File: config.mk
export PLATFORM = sky130hd
export DESIGN_NAME = lamp_update_ctl
export DESIGN_NICKNAME = d
export VERILOG_FILES = /design/src/rtl/lamp_ctl_pkg.sv /design/src/rtl/lamp_period_timer.sv /design/src/rtl/lamp_reg_bank.sv /design/src/rtl/lamp_out_stage.sv /design/src/rtl/lamp_update_ctl.sv
export SDC_FILE = /design/constraint.sdc
export NUM_CORES = 1
export LEC_CHECK = 0
export BUFFER_PORTS_ARGS = -buffer_cell sky130_fd_sc_hd__buf_4
export CORE_ASPECT_RATIO = 1.25
export CORE_MARGIN = 2
export CORE_UTILIZATION = 38
export DETAILED_ROUTE_END_ITERATION = 12
export GPL_TIMING_DRIVEN = 0
export PLACE_DENSITY = 0.57
export SETUP_SLACK_MARGIN = 0.1
export SYNTH_ARGS = -nofsm -noshare
export SYNTH_HDL_FRONTEND = slang
export SYNTH_SLANG_ARGS = --single-unit
File: constraint.sdc
create_clock -name clk -period 3.17 [get_ports clk]
set_input_delay 0.317 -clock clk [delete_from_list [all_inputs] [get_ports clk]]
set_output_delay 0.317 -clock clk [all_outputs]
set_load 0.005 [all_outputs]
File: src/rtl/lamp_ctl_pkg.sv
package lamp_ctl_pkg;
  localparam int DW = 16;

  typedef enum logic [1:0] {
    TM_NORMAL = 2'd0,
    TM_LAMP   = 2'd1,
    TM_FULL   = 2'd2,
    TM_DARK   = 2'd3
  } test_mode_e;

  localparam int STAT_ERR_BIT = 15;
  localparam int STAT_EVT_BIT = 7;
  localparam int STAT_IE_BIT  = 6;

  localparam int ADDR_STATUS = 0;
  localparam int ADDR_PERIOD = 1;
endpackage

File: src/rtl/lamp_period_timer.sv
module lamp_period_timer #(
  parameter int PERIOD_W = 10
) (
  input  logic                clk,
  input  logic                rst_n,
  input  logic                ms_tick,
  input  logic [PERIOD_W-1:0] period,
  input  logic                restart,
  output logic                expire
);
  logic [PERIOD_W-1:0] cnt_q;
  logic [PERIOD_W:0]   next_cnt;
  logic                enabled;

  assign enabled  = (period != '0);
  assign next_cnt = {1'b0, cnt_q} + 1'b1;
  assign expire   = ms_tick && enabled && !restart && (next_cnt >= {1'b0, period});

  always_ff @(posedge clk or negedge rst_n) begin
    if (!rst_n) begin
      cnt_q <= '0;
    end else if (restart || !enabled) begin
      cnt_q <= '0;
    end else if (ms_tick) begin
      if (expire) cnt_q <= '0;
      else        cnt_q <= next_cnt[PERIOD_W-1:0];
    end
  end

  // the count stays below a nonzero period
  assert_cnt_in_range_R4: assert property (@(posedge clk) disable iff (!rst_n)
    (period != '0) |-> (cnt_q < period));
endmodule

File: src/rtl/lamp_reg_bank.sv
module lamp_reg_bank #(
  parameter int NUM_LAMP  = 4,
  parameter int ADDR_W    = 5,
  parameter int LAMP_BASE = 8,
  localparam int DW       = lamp_ctl_pkg::DW
) (
  input  logic                   clk,
  input  logic                   rst_n,
  input  logic                   wr,
  input  logic [ADDR_W-1:0]      addr,
  input  logic [DW-1:0]          wdata,
  output logic [DW-1:0]          rd_data,
  output logic                   rd_hit,
  output logic [NUM_LAMP*DW-1:0] regs_flat
);
  logic [DW-1:0] regs_q [NUM_LAMP];

  for (genvar g = 0; g < NUM_LAMP; g++) begin : g_lamp
    logic sel;
    assign sel = (addr == ADDR_W'(LAMP_BASE + g));

    always_ff @(posedge clk or negedge rst_n) begin
      if (!rst_n)         regs_q[g] <= '0;
      else if (wr && sel) regs_q[g] <= wdata;
    end

    assign regs_flat[g*DW +: DW] = regs_q[g];
  end

  always_comb begin
    rd_data = '0;
    rd_hit  = 1'b0;
    for (int i = 0; i < NUM_LAMP; i++) begin
      if (addr == ADDR_W'(LAMP_BASE + i)) begin
        rd_data = regs_q[i];
        rd_hit  = 1'b1;
      end
    end
  end
endmodule

File: src/rtl/lamp_out_stage.sv
module lamp_out_stage #(
  parameter int NUM_LAMP = 4,
  localparam int DW      = lamp_ctl_pkg::DW,
  localparam int LW      = NUM_LAMP * DW
) (
  input  logic                     clk,
  input  logic                     rst_n,
  input  logic                     expire,
  input  lamp_ctl_pkg::test_mode_e mode,
  input  logic [LW-1:0]            regs_flat,
  output logic                     lamp_valid,
  input  logic                     lamp_ready,
  output logic [LW-1:0]            lamp_data
);
  import lamp_ctl_pkg::*;

  logic [LW-1:0] shaped;
  logic          slot_free;
  logic          load;

  always_comb begin
    unique case (mode)
      TM_LAMP, TM_FULL: shaped = '1;
      TM_DARK:          shaped = '0;
      default:          shaped = regs_flat;
    endcase
  end

  assign slot_free = !lamp_valid || lamp_ready;
  assign load      = expire && slot_free;

  always_ff @(posedge clk or negedge rst_n) begin
    if (!rst_n) begin
      lamp_valid <= 1'b0;
      lamp_data  <= '0;
    end else if (load) begin
      lamp_valid <= 1'b1;
      lamp_data  <= shaped;
    end else if (lamp_valid && lamp_ready) begin
      lamp_valid <= 1'b0;
    end
  end

  // a waiting beat is held unchanged
  assert_hold_beat_R9: assert property (@(posedge clk) disable iff (!rst_n)
    (lamp_valid && !lamp_ready) |=> (lamp_valid && $stable(lamp_data)));

  // an expiry with a free slot presents a beat
  assert_load_beat_R8: assert property (@(posedge clk) disable iff (!rst_n)
    (expire && slot_free) |=> lamp_valid);
endmodule

File: src/rtl/lamp_update_ctl.sv
module lamp_update_ctl #(
  parameter int NUM_LAMP   = 4,
  parameter int ADDR_W     = 5,
  parameter int LAMP_BASE  = 8,
  parameter int PERIOD_W   = 10,
  parameter int PERIOD_MAX = 1000,
  parameter int PERIOD_RST = 10,
  localparam int DW        = lamp_ctl_pkg::DW,
  localparam int LW        = NUM_LAMP * DW
) (
  input  logic              clk,
  input  logic              rst_n,
  input  logic              ms_tick,
  input  logic              panel_absent,
  input  logic              bus_req,
  input  logic              bus_we,
  input  logic [ADDR_W-1:0] bus_addr,
  input  logic [DW-1:0]     bus_wdata,
  output logic              bus_rvalid,
  output logic [DW-1:0]     bus_rdata,
  output logic              irq,
  output logic              lamp_valid,
  input  logic              lamp_ready,
  output logic [LW-1:0]     lamp_data
);
  import lamp_ctl_pkg::*;

  logic                wr, rd;
  logic                sel_status, sel_period;
  logic                evt_q, ie_q;
  test_mode_e          mode_q;
  logic [PERIOD_W-1:0] per_q;
  logic [PERIOD_W-1:0] per_field;
  logic                expire;
  logic [DW-1:0]       bank_rd;
  logic                bank_hit;
  logic [LW-1:0]       regs_flat;
  logic [DW-1:0]       status_word;
  logic [DW-1:0]       rd_mux;

  assign wr         = bus_req && bus_we;
  assign rd         = bus_req && !bus_we;
  assign sel_status = (bus_addr == ADDR_W'(ADDR_STATUS));
  assign sel_period = (bus_addr == ADDR_W'(ADDR_PERIOD));

  assign per_field = (bus_wdata[PERIOD_W-1:0] > PERIOD_W'(PERIOD_MAX))
                   ? PERIOD_W'(PERIOD_MAX) : bus_wdata[PERIOD_W-1:0];

  always_ff @(posedge clk or negedge rst_n) begin
    if (!rst_n) begin
      per_q  <= PERIOD_W'(PERIOD_RST);
      ie_q   <= 1'b0;
      mode_q <= TM_NORMAL;
      evt_q  <= 1'b0;
    end else begin
      if (wr && sel_period) per_q <= per_field;
      if (wr && sel_status) begin
        ie_q   <= bus_wdata[STAT_IE_BIT];
        mode_q <= test_mode_e'(bus_wdata[1:0]);
      end
      if (expire)                 evt_q <= 1'b1;
      else if (rd && sel_status)  evt_q <= 1'b0;
    end
  end

  lamp_period_timer #(.PERIOD_W(PERIOD_W)) u_timer (
    .clk     (clk),
    .rst_n   (rst_n),
    .ms_tick (ms_tick),
    .period  (per_q),
    .restart (wr && sel_period),
    .expire  (expire)
  );

  lamp_reg_bank #(.NUM_LAMP(NUM_LAMP), .ADDR_W(ADDR_W), .LAMP_BASE(LAMP_BASE)) u_bank (
    .clk       (clk),
    .rst_n     (rst_n),
    .wr        (wr),
    .addr      (bus_addr),
    .wdata     (bus_wdata),
    .rd_data   (bank_rd),
    .rd_hit    (bank_hit),
    .regs_flat (regs_flat)
  );

  lamp_out_stage #(.NUM_LAMP(NUM_LAMP)) u_out (
    .clk        (clk),
    .rst_n      (rst_n),
    .expire     (expire),
    .mode       (mode_q),
    .regs_flat  (regs_flat),
    .lamp_valid (lamp_valid),
    .lamp_ready (lamp_ready),
    .lamp_data  (lamp_data)
  );

  always_comb begin
    status_word               = '0;
    status_word[STAT_ERR_BIT] = panel_absent;
    status_word[STAT_EVT_BIT] = evt_q;
    status_word[STAT_IE_BIT]  = ie_q;
    status_word[1:0]          = mode_q;
  end

  always_comb begin
    if (sel_status)      rd_mux = status_word;
    else if (sel_period) rd_mux = DW'(per_q);
    else if (bank_hit)   rd_mux = bank_rd;
    else                 rd_mux = '0;
  end

  always_ff @(posedge clk or negedge rst_n) begin
    if (!rst_n) begin
      bus_rvalid <= 1'b0;
      bus_rdata  <= '0;
    end else begin
      bus_rvalid <= rd;
      bus_rdata  <= rd ? rd_mux : '0;
    end
  end

  assign irq = evt_q && ie_q;

  // stored period never exceeds the maximum
  assert_period_max_R3: assert property (@(posedge clk) disable iff (!rst_n)
    per_q <= PERIOD_W'(PERIOD_MAX));

  // the event only rises from a timer expiry
  assert_event_source_R4: assert property (@(posedge clk) disable iff (!rst_n)
    $rose(evt_q) |-> $past(expire));

  // a zero period raises no event
  assert_no_event_off_R4: assert property (@(posedge clk) disable iff (!rst_n)
    (per_q == '0 && !evt_q && !(wr && sel_period)) |=> !evt_q);

  // a status read without expiry clears the event
  assert_read_clears_R5: assert property (@(posedge clk) disable iff (!rst_n)
    (rd && sel_status && !expire) |=> !evt_q);

  // read data answers one cycle after the request
  assert_read_latency_R10: assert property (@(posedge clk) disable iff (!rst_n)
    rd |=> bus_rvalid);
endmodule

# Yosys cells after proc, flatten, opt, wreduce, memory -nomap -nowiden
# Cells that the tools add are included.
word_totals:
  reg_bits: 170
  input_bits: 28
  out_inout_bits: 83
classes:
  addsub: 1
  order_cmp: 2
  eq_ne: 8
  mux: 21
  reduce_logical: 27
op_table:
  columns: ["op", "n"]
  rows:
  - ["$mux W16", 8]
  - ["$pmux W64 S2", 1]
  - ["$mux W10", 4]
  - ["$eq A5 B4 Y1 const B", 4]
  - ["$logic_and A1 B1 Y1", 15]
  - ["$add A10 B1 Y11 const B", 1]
  - ["$ge A11 B10 Y1", 1]
  - ["$gt A10 B10 Y1 const B", 1]
  - ["$reduce_bool A10 Y1", 1]
  - ["$mux W1", 8]
  - ["$reduce_bool A2 Y1", 3]
  - ["$eq A5 B1 Y1 const B", 1]
  - ["$logic_not A5 Y1", 1]
  - ["$eq A2 B2 Y1 const B", 2]
  - ["$logic_not A1 Y1", 4]
  - ["$eq A2 B1 Y1 const B", 1]
  - ["$logic_or A1 B1 Y1", 2]
  - ["$reduce_or A2 Y1", 1]

# Longest topological paths before layout
depth:
  ltp_word: 9
  depth_mapped: 13
  mapped_depth_nobuf: 11

# Modules after synthesis
# From an unflattened synthesis, not the netlist that was laid out.
unflattened:
  cells_unflattened: 799
  area_unflattened_um2: 9131.3
modules_own_cells:
  columns: ["mod", "n_inst", "cells_per_inst", "area_each_um2", "seq_area_each_um2"]
  rows:
  - ["lamp_out_stage", 1, 305, 3504.6, 1626.6]
  - ["lamp_reg_bank", 1, 275, 3415.8, 1601.5]
  - ["lamp_update_ctl", 1, 114, 1340.0, 778.2]
  - ["lamp_period_timer", 1, 105, 870.8, 250.2]

# Worst setup path before layout
# OpenSTA, ideal clock, no wires.
synth_timing:
  kind: "reg-to-reg"
  from: "reg u_timer.cnt_q[0]"
  to: "reg u_out.lamp_data[10]"
  setup_ps: 125
  t_arrival_ps: 2980
  slack_ps: 65
  stages_incl_launch_ff: 14
  period_less_slack_ps: 3105
  path_cell_list: "dfrtp_1 > ha_1 > and3_1 > nand2_1 > and2_1 > or2_2 > ha_1 > o211a_1 > a221oi_1 > o21ai_0 > and3_4 > buf_6 > buf_6 > mux2_4"
synth_via:
  elab_chain_len: 4
synth_lines:
  columns: ["element", "line", "source"]
  rows:
  - ["start, declared", "lamp_period_timer.sv:11", "logic [PERIOD_W-1:0] cnt_q;"]
  - ["start signal, assigned", "lamp_period_timer.sv:26", "else cnt_q <= next_cnt[PERIOD_W-1:0];"]
  - ["$add A10 B1 Y11", "lamp_period_timer.sv:16", "assign next_cnt = {1'b0, cnt_q} + 1'b1;"]
  - ["$ge A11 B10 Y1", "lamp_period_timer.sv:17", "assign expire = ms_tick && enabled && !restart && (next_cnt >= {1'b0, period});"]
  - ["$logic_and A1 B1 Y1", "lamp_period_timer.sv:17", null]
  - ["$logic_and A1 B1 Y1", "lamp_out_stage.sv:30", "assign load = expire && slot_free;"]
  - ["end signal, assigned", "lamp_out_stage.sv:38", "lamp_data <= shaped;"]
  - ["end, declared", "lamp_out_stage.sv:13", "output logic [LW-1:0] lamp_data"]
# No other way between the ends.
# A chain may end at the register's enable or synchronous reset.

# Worst setup path in the final report
layout_timing:
  from: "reg u_timer.cnt_q[2]"
  to: "reg u_out.lamp_data[37]"
# The elaborated chain is that of the path after synthesis.

==> impl_metrics.sql <==
INSERT INTO impl_metrics (metric_group, metric, value, unit) VALUES
('clocking', 'cts_root_buf', 'sky130_fd_sc_hd__clkbuf_16', ''),
('floorplan', 'die_height', '167', 'um'),
('power', 'cellLeakagePower', '5.01', 'nW'),
('detailed_routing', 'drtPass1Iterations', '4', ''),
('clocking', 'insertion_delay', '440', 'ps'),
('synthesis', 'synth_seq_cells', '170', ''),
('critical_path', 'timing.setup.critical_path_class', 'reg2reg', ''),
('final_layout', 'syn2layout_area_growth', '27.4', '%'),
('final_layout', 'sequential_area', '4260', 'um^2'),
('synthesis', 'yosysWarnings', '0', ''),
('critical_path', 'start_kind', 'register', ''),
('global_route', 'via_count_of_the_first_global_routing_pass', '5852', ''),
('sta', 'clock_skew', '10.3', 'ps'),
('final_layout', 'fill_cells', '1942', ''),
('synthesis', 'netlist-cell-type-count', '47', ''),
('critical_path', 'crit_path_max_incr_delay', '390', 'ps'),
('synthesis', 'synth.yosys.seq_area_share', '0.527', ''),
('run_status', 'violations', 'setup timing', ''),
('critical_path', 'cp_slowest_cell', 'sky130_fd_sc_hd__dfrtp_2', ''),
('floorplan', 'die_area', '22400', 'um^2'),
('critical_path', 'endpoint', 'u_out.lamp_data[37]', ''),
('detailed_routing', 'detail_route.wl_per_cell', '19.3', 'um'),
('synthesis', 'synthesis.nets', '727', ''),
('critical_path', 'reg2reg_setup_slack', '-50', 'ps'),
('place', 'place.gp.congestion', '0.832', ''),
('synthesis', 'synth_async_sr_flop_share', '1.00', ''),
('synthesis', 'netlist_area', '8070', 'um^2'),
('final_layout', 'multi_input_gate_area_in_the_final_layout', '3640', 'um^2'),
('sta', 'post-route-worst-setup-slack', '-45.0', 'ps'),
('critical_path', 'critPathCaptureType', 'register', ''),
('hold_path', 'timing.hold.worst.class', 'in2reg', ''),
('critical_path', 'path_common_cell', 'sky130_fd_sc_hd__and3_4', ''),
('sta', 'hold_viol', '0', ''),
('global_route', 'grt_antenna_before_repair', '0', ''),
('synthesis', 'netlist_instances', '687', ''),
('critical_path', 'path_max_fanout', '8', ''),
('critical_path', 'cp.arrival', '3530', 'ps'),
('detailed_routing', 'detailedRoute.firstIterationViolations', '368', ''),
('detailed_routing', 'drt_drc_violations_left', '0', ''),
('sta', 'timing.final.crit_period', '3220', 'ps'),
('global_route', 'grt_first_pass_wirelength', '33500', 'um'),
('run', 'cap_violations', '0', ''),
('place', 'dp_hpwl', '15200', 'um'),
('floorplan', 'horizontal_die_dimension', '134', 'um'),
('critical_path', 'crit_path_start', 'u_timer.cnt_q[2]', ''),
('clocking', 'htree_levels', '4', ''),
('power', 'power.net_switching', '2.38', 'mW'),
('detailed_routing', 'detailroute.via_count', '5661', ''),
('sta', 'relative_slew_margins', '0.0745', ''),
('floorplan', 'placeableCoreArea', '20800', 'um^2'),
('critical_path', 'worst_reg_to_reg_path_cell_count', '14', ''),
('detailed_routing', 'routed_wirelength', '21700', 'um'),
('clocking', 'cts_inserted_buffers', '17', ''),
('power', 'p_seq_frac', '0.392', ''),
('critical_path', 'cp_num_cells', '14', ''),
('floorplan', 'rows', '59', ''),
('power', 'internal_power', '5.69', 'mW'),
('run_status', 'run_status', 'complete, but fails checks', ''),
('final_layout', 'post_route_cells_drive_above_1_share', '0.385', ''),
('final_layout', 'diodes', '0', ''),
('synthesis', 'synth_edf_count', '0', ''),
('sta', 'slew_viol_final', '0', ''),
('critical_path', 'cp.required', '3490', 'ps'),
('power', 'p_clk_frac', '0.265', ''),
('global_route', 'gr-total-overflow', '0', ''),
('synthesis', 'average_instance_area_after_synthesis', '11.8', 'um^2'),
('sta', 'finalSetupViolCount', '55', ''),
('power', 'netSwitchingFraction', '0.295', ''),
('final_layout', 'nNetsFinal', '876', ''),
('sta', 'timing.final.crit_share', '1.01', ''),
('global_route', 'grt_start_max_net_pins', '109', '');
[per-stage QoR]
stage / total power [mW] / hold WS, ps / instance area (um^2)
global route: 8.52 / 145 / 10300
detailed placement: 5.68 / 282 / 9270
CTS: 8.05 / 130 / 10200
floorplan: 4.56 / 21.4 / 8080
finish: 8.07 / 156 / 10300
global placement: 5.65 / 474 / 9240
[cells in the final DEF (no fill, tap or decap), types with 4 or more instances in the layout]
cell type,synthesis,routed
sky130_fd_sc_hd__a211oi_1,4,4
sky130_fd_sc_hd__a21oi_1,8,8
sky130_fd_sc_hd__a221oi_1,6,5
sky130_fd_sc_hd__a22o_1,10,10
sky130_fd_sc_hd__a22oi_1,6,6
sky130_fd_sc_hd__a31oi_1,4,4
sky130_fd_sc_hd__and3_1,5,4
sky130_fd_sc_hd__buf_1,4,4
sky130_fd_sc_hd__buf_12,0,7
sky130_fd_sc_hd__buf_16,0,4
sky130_fd_sc_hd__buf_4,0,121
sky130_fd_sc_hd__clkbuf_1,26,25
sky130_fd_sc_hd__clkbuf_16,0,18
sky130_fd_sc_hd__clkinvlp_4,0,4
sky130_fd_sc_hd__dfrtp_1,168,166
sky130_fd_sc_hd__ha_1,12,10
sky130_fd_sc_hd__inv_1,14,14
sky130_fd_sc_hd__mux2_2,70,70
sky130_fd_sc_hd__mux2_4,60,64
sky130_fd_sc_hd__mux2i_1,14,14
sky130_fd_sc_hd__nand2_1,162,161
sky130_fd_sc_hd__nand3_1,5,5
sky130_fd_sc_hd__nor2_1,20,20
sky130_fd_sc_hd__nor2b_1,5,5
sky130_fd_sc_hd__o211ai_1,5,5
sky130_fd_sc_hd__o21ai_0,26,24
sky130_fd_sc_hd__xnor2_1,5,4
[logic make-up (layout without fill, tap and decap cells)]
family / count (synthesis) / count (layout) / synth area share
and+or+nand+nor: 222 / 222 / 0.119
DFF: 170 / 170 / 0.527
muxes: 149 / 149 / 0.235
buffers and inverters: 54 / 216 / 0.0329
adders and majority gates: 12 / 12 / 0.0186
xor gates and xnor gates: 6 / 6 / 0.00651
AOI/OAI and AO/OA: 74 / 74 / 0.0609
[worst register-to-register path: stages, from the launching register on]
cell	delay (ps)
sky130_fd_sc_hd__dfrtp_2	390
sky130_fd_sc_hd__and4_4	230
sky130_fd_sc_hd__and3_4	190
sky130_fd_sc_hd__nand2_2	60
sky130_fd_sc_hd__and2_4	170
sky130_fd_sc_hd__or2_4	230
sky130_fd_sc_hd__ha_4	210
sky130_fd_sc_hd__o211a_1	250
sky130_fd_sc_hd__a221oi_4	320
sky130_fd_sc_hd__o21ai_2	110
sky130_fd_sc_hd__and3_4	170
sky130_fd_sc_hd__buf_6	110
sky130_fd_sc_hd__buf_12	160
sky130_fd_sc_hd__clkbuf_16	180
sky130_fd_sc_hd__mux2_4	290
[cells in the mapped netlist (8+ instances only)]
cell	n	share of area
sky130_fd_sc_hd__o21ai_0	26	0.016
sky130_fd_sc_hd__nand2_1	162	0.075
sky130_fd_sc_hd__a22o_1	10	0.011
sky130_fd_sc_hd__mux2i_1	14	0.017
sky130_fd_sc_hd__mux2_4	60	0.11
sky130_fd_sc_hd__inv_1	14	0.0065
sky130_fd_sc_hd__nor2_1	20	0.0093
sky130_fd_sc_hd__a21oi_1	8	0.0050
sky130_fd_sc_hd__mux2_2	70	0.098
sky130_fd_sc_hd__clkbuf_1	26	0.012
sky130_fd_sc_hd__buf_6	8	0.011
sky130_fd_sc_hd__dfrtp_1	168	0.52
sky130_fd_sc_hd__ha_1	12	0.019
[layer usage]
metal | vias up | global-route usage | wire length, um
met2 | 126 | 0.317 | 10500
met1 | 2837 | 0.267 | 9720
li1 | 2670 | - | -
met5 | - | 0 | 0
met3 | 28 | 0.0396 | 999
met4 | 0 | 0.0664 | 459
[power by group through the flow]
stage | registers, mW | logic (mW) | clock network (mW)
floorplan | 3.12 | 1.44 | 0
global placement | 3.21 | 2.45 | 0
finish | 3.16 | 2.77 | 2.14
detailed placement | 3.21 | 2.47 | 0
CTS | 3.17 | 2.70 | 2.18
global route | 3.24 | 3.01 | 2.27
[repair_timing]
action / 4_1_cts / 5_1_grt
pin swaps: 6 / 3
hold buffers: 1 / 0
resized for setup: 31 / 8
buffers inserted: 6 / 10
endpoints found under the setup margin: 74 / 74
endpoints found under the hold margin: 62 / 0
gates cloned: 4 / 1
[worst min-delay path by stage]
stage | startpoint | end | slack [ps] | cells after the start
finish | bus_wdata[13] | u_bank.regs_flat[29] | 160 | 2
floorplan | rst_n | bus_rdata[0] | 20 | 0
detailed placement | rst_n | u_timer.cnt_q[6] | 280 | 1
CTS | bus_wdata[13] | u_bank.regs_flat[29] | 130 | 2
global placement | u_out.lamp_data[3] | u_out.lamp_data[3] | 470 | 1
global route | bus_wdata[13] | u_bank.regs_flat[29] | 150 | 2
[layout make-up]
cell class	instances	share of cell area
Multi-Input combinational cell	463	0.354
Clock buffer	20	0.0454
Timing Repair Buffer	131	0.108
Buffer	39	0.0258
Sequential cell	170	0.414
Tap cell	274	0.0333
Clock inverter	12	0.0135
Inverter	14	0.00511
[flip-flops by register name, summed over array words and instances, names as in the netlist]
signal	flops
u_bank.regs_flat	64
u_out.lamp_data	64
bus_rdata	16
per_q	10
u_timer.cnt_q	10
mode_q	2
bus_rvalid	1
evt_q	1
ie_q	1
u_out.lamp_valid	1
Power figures use the tool's default switching activity.
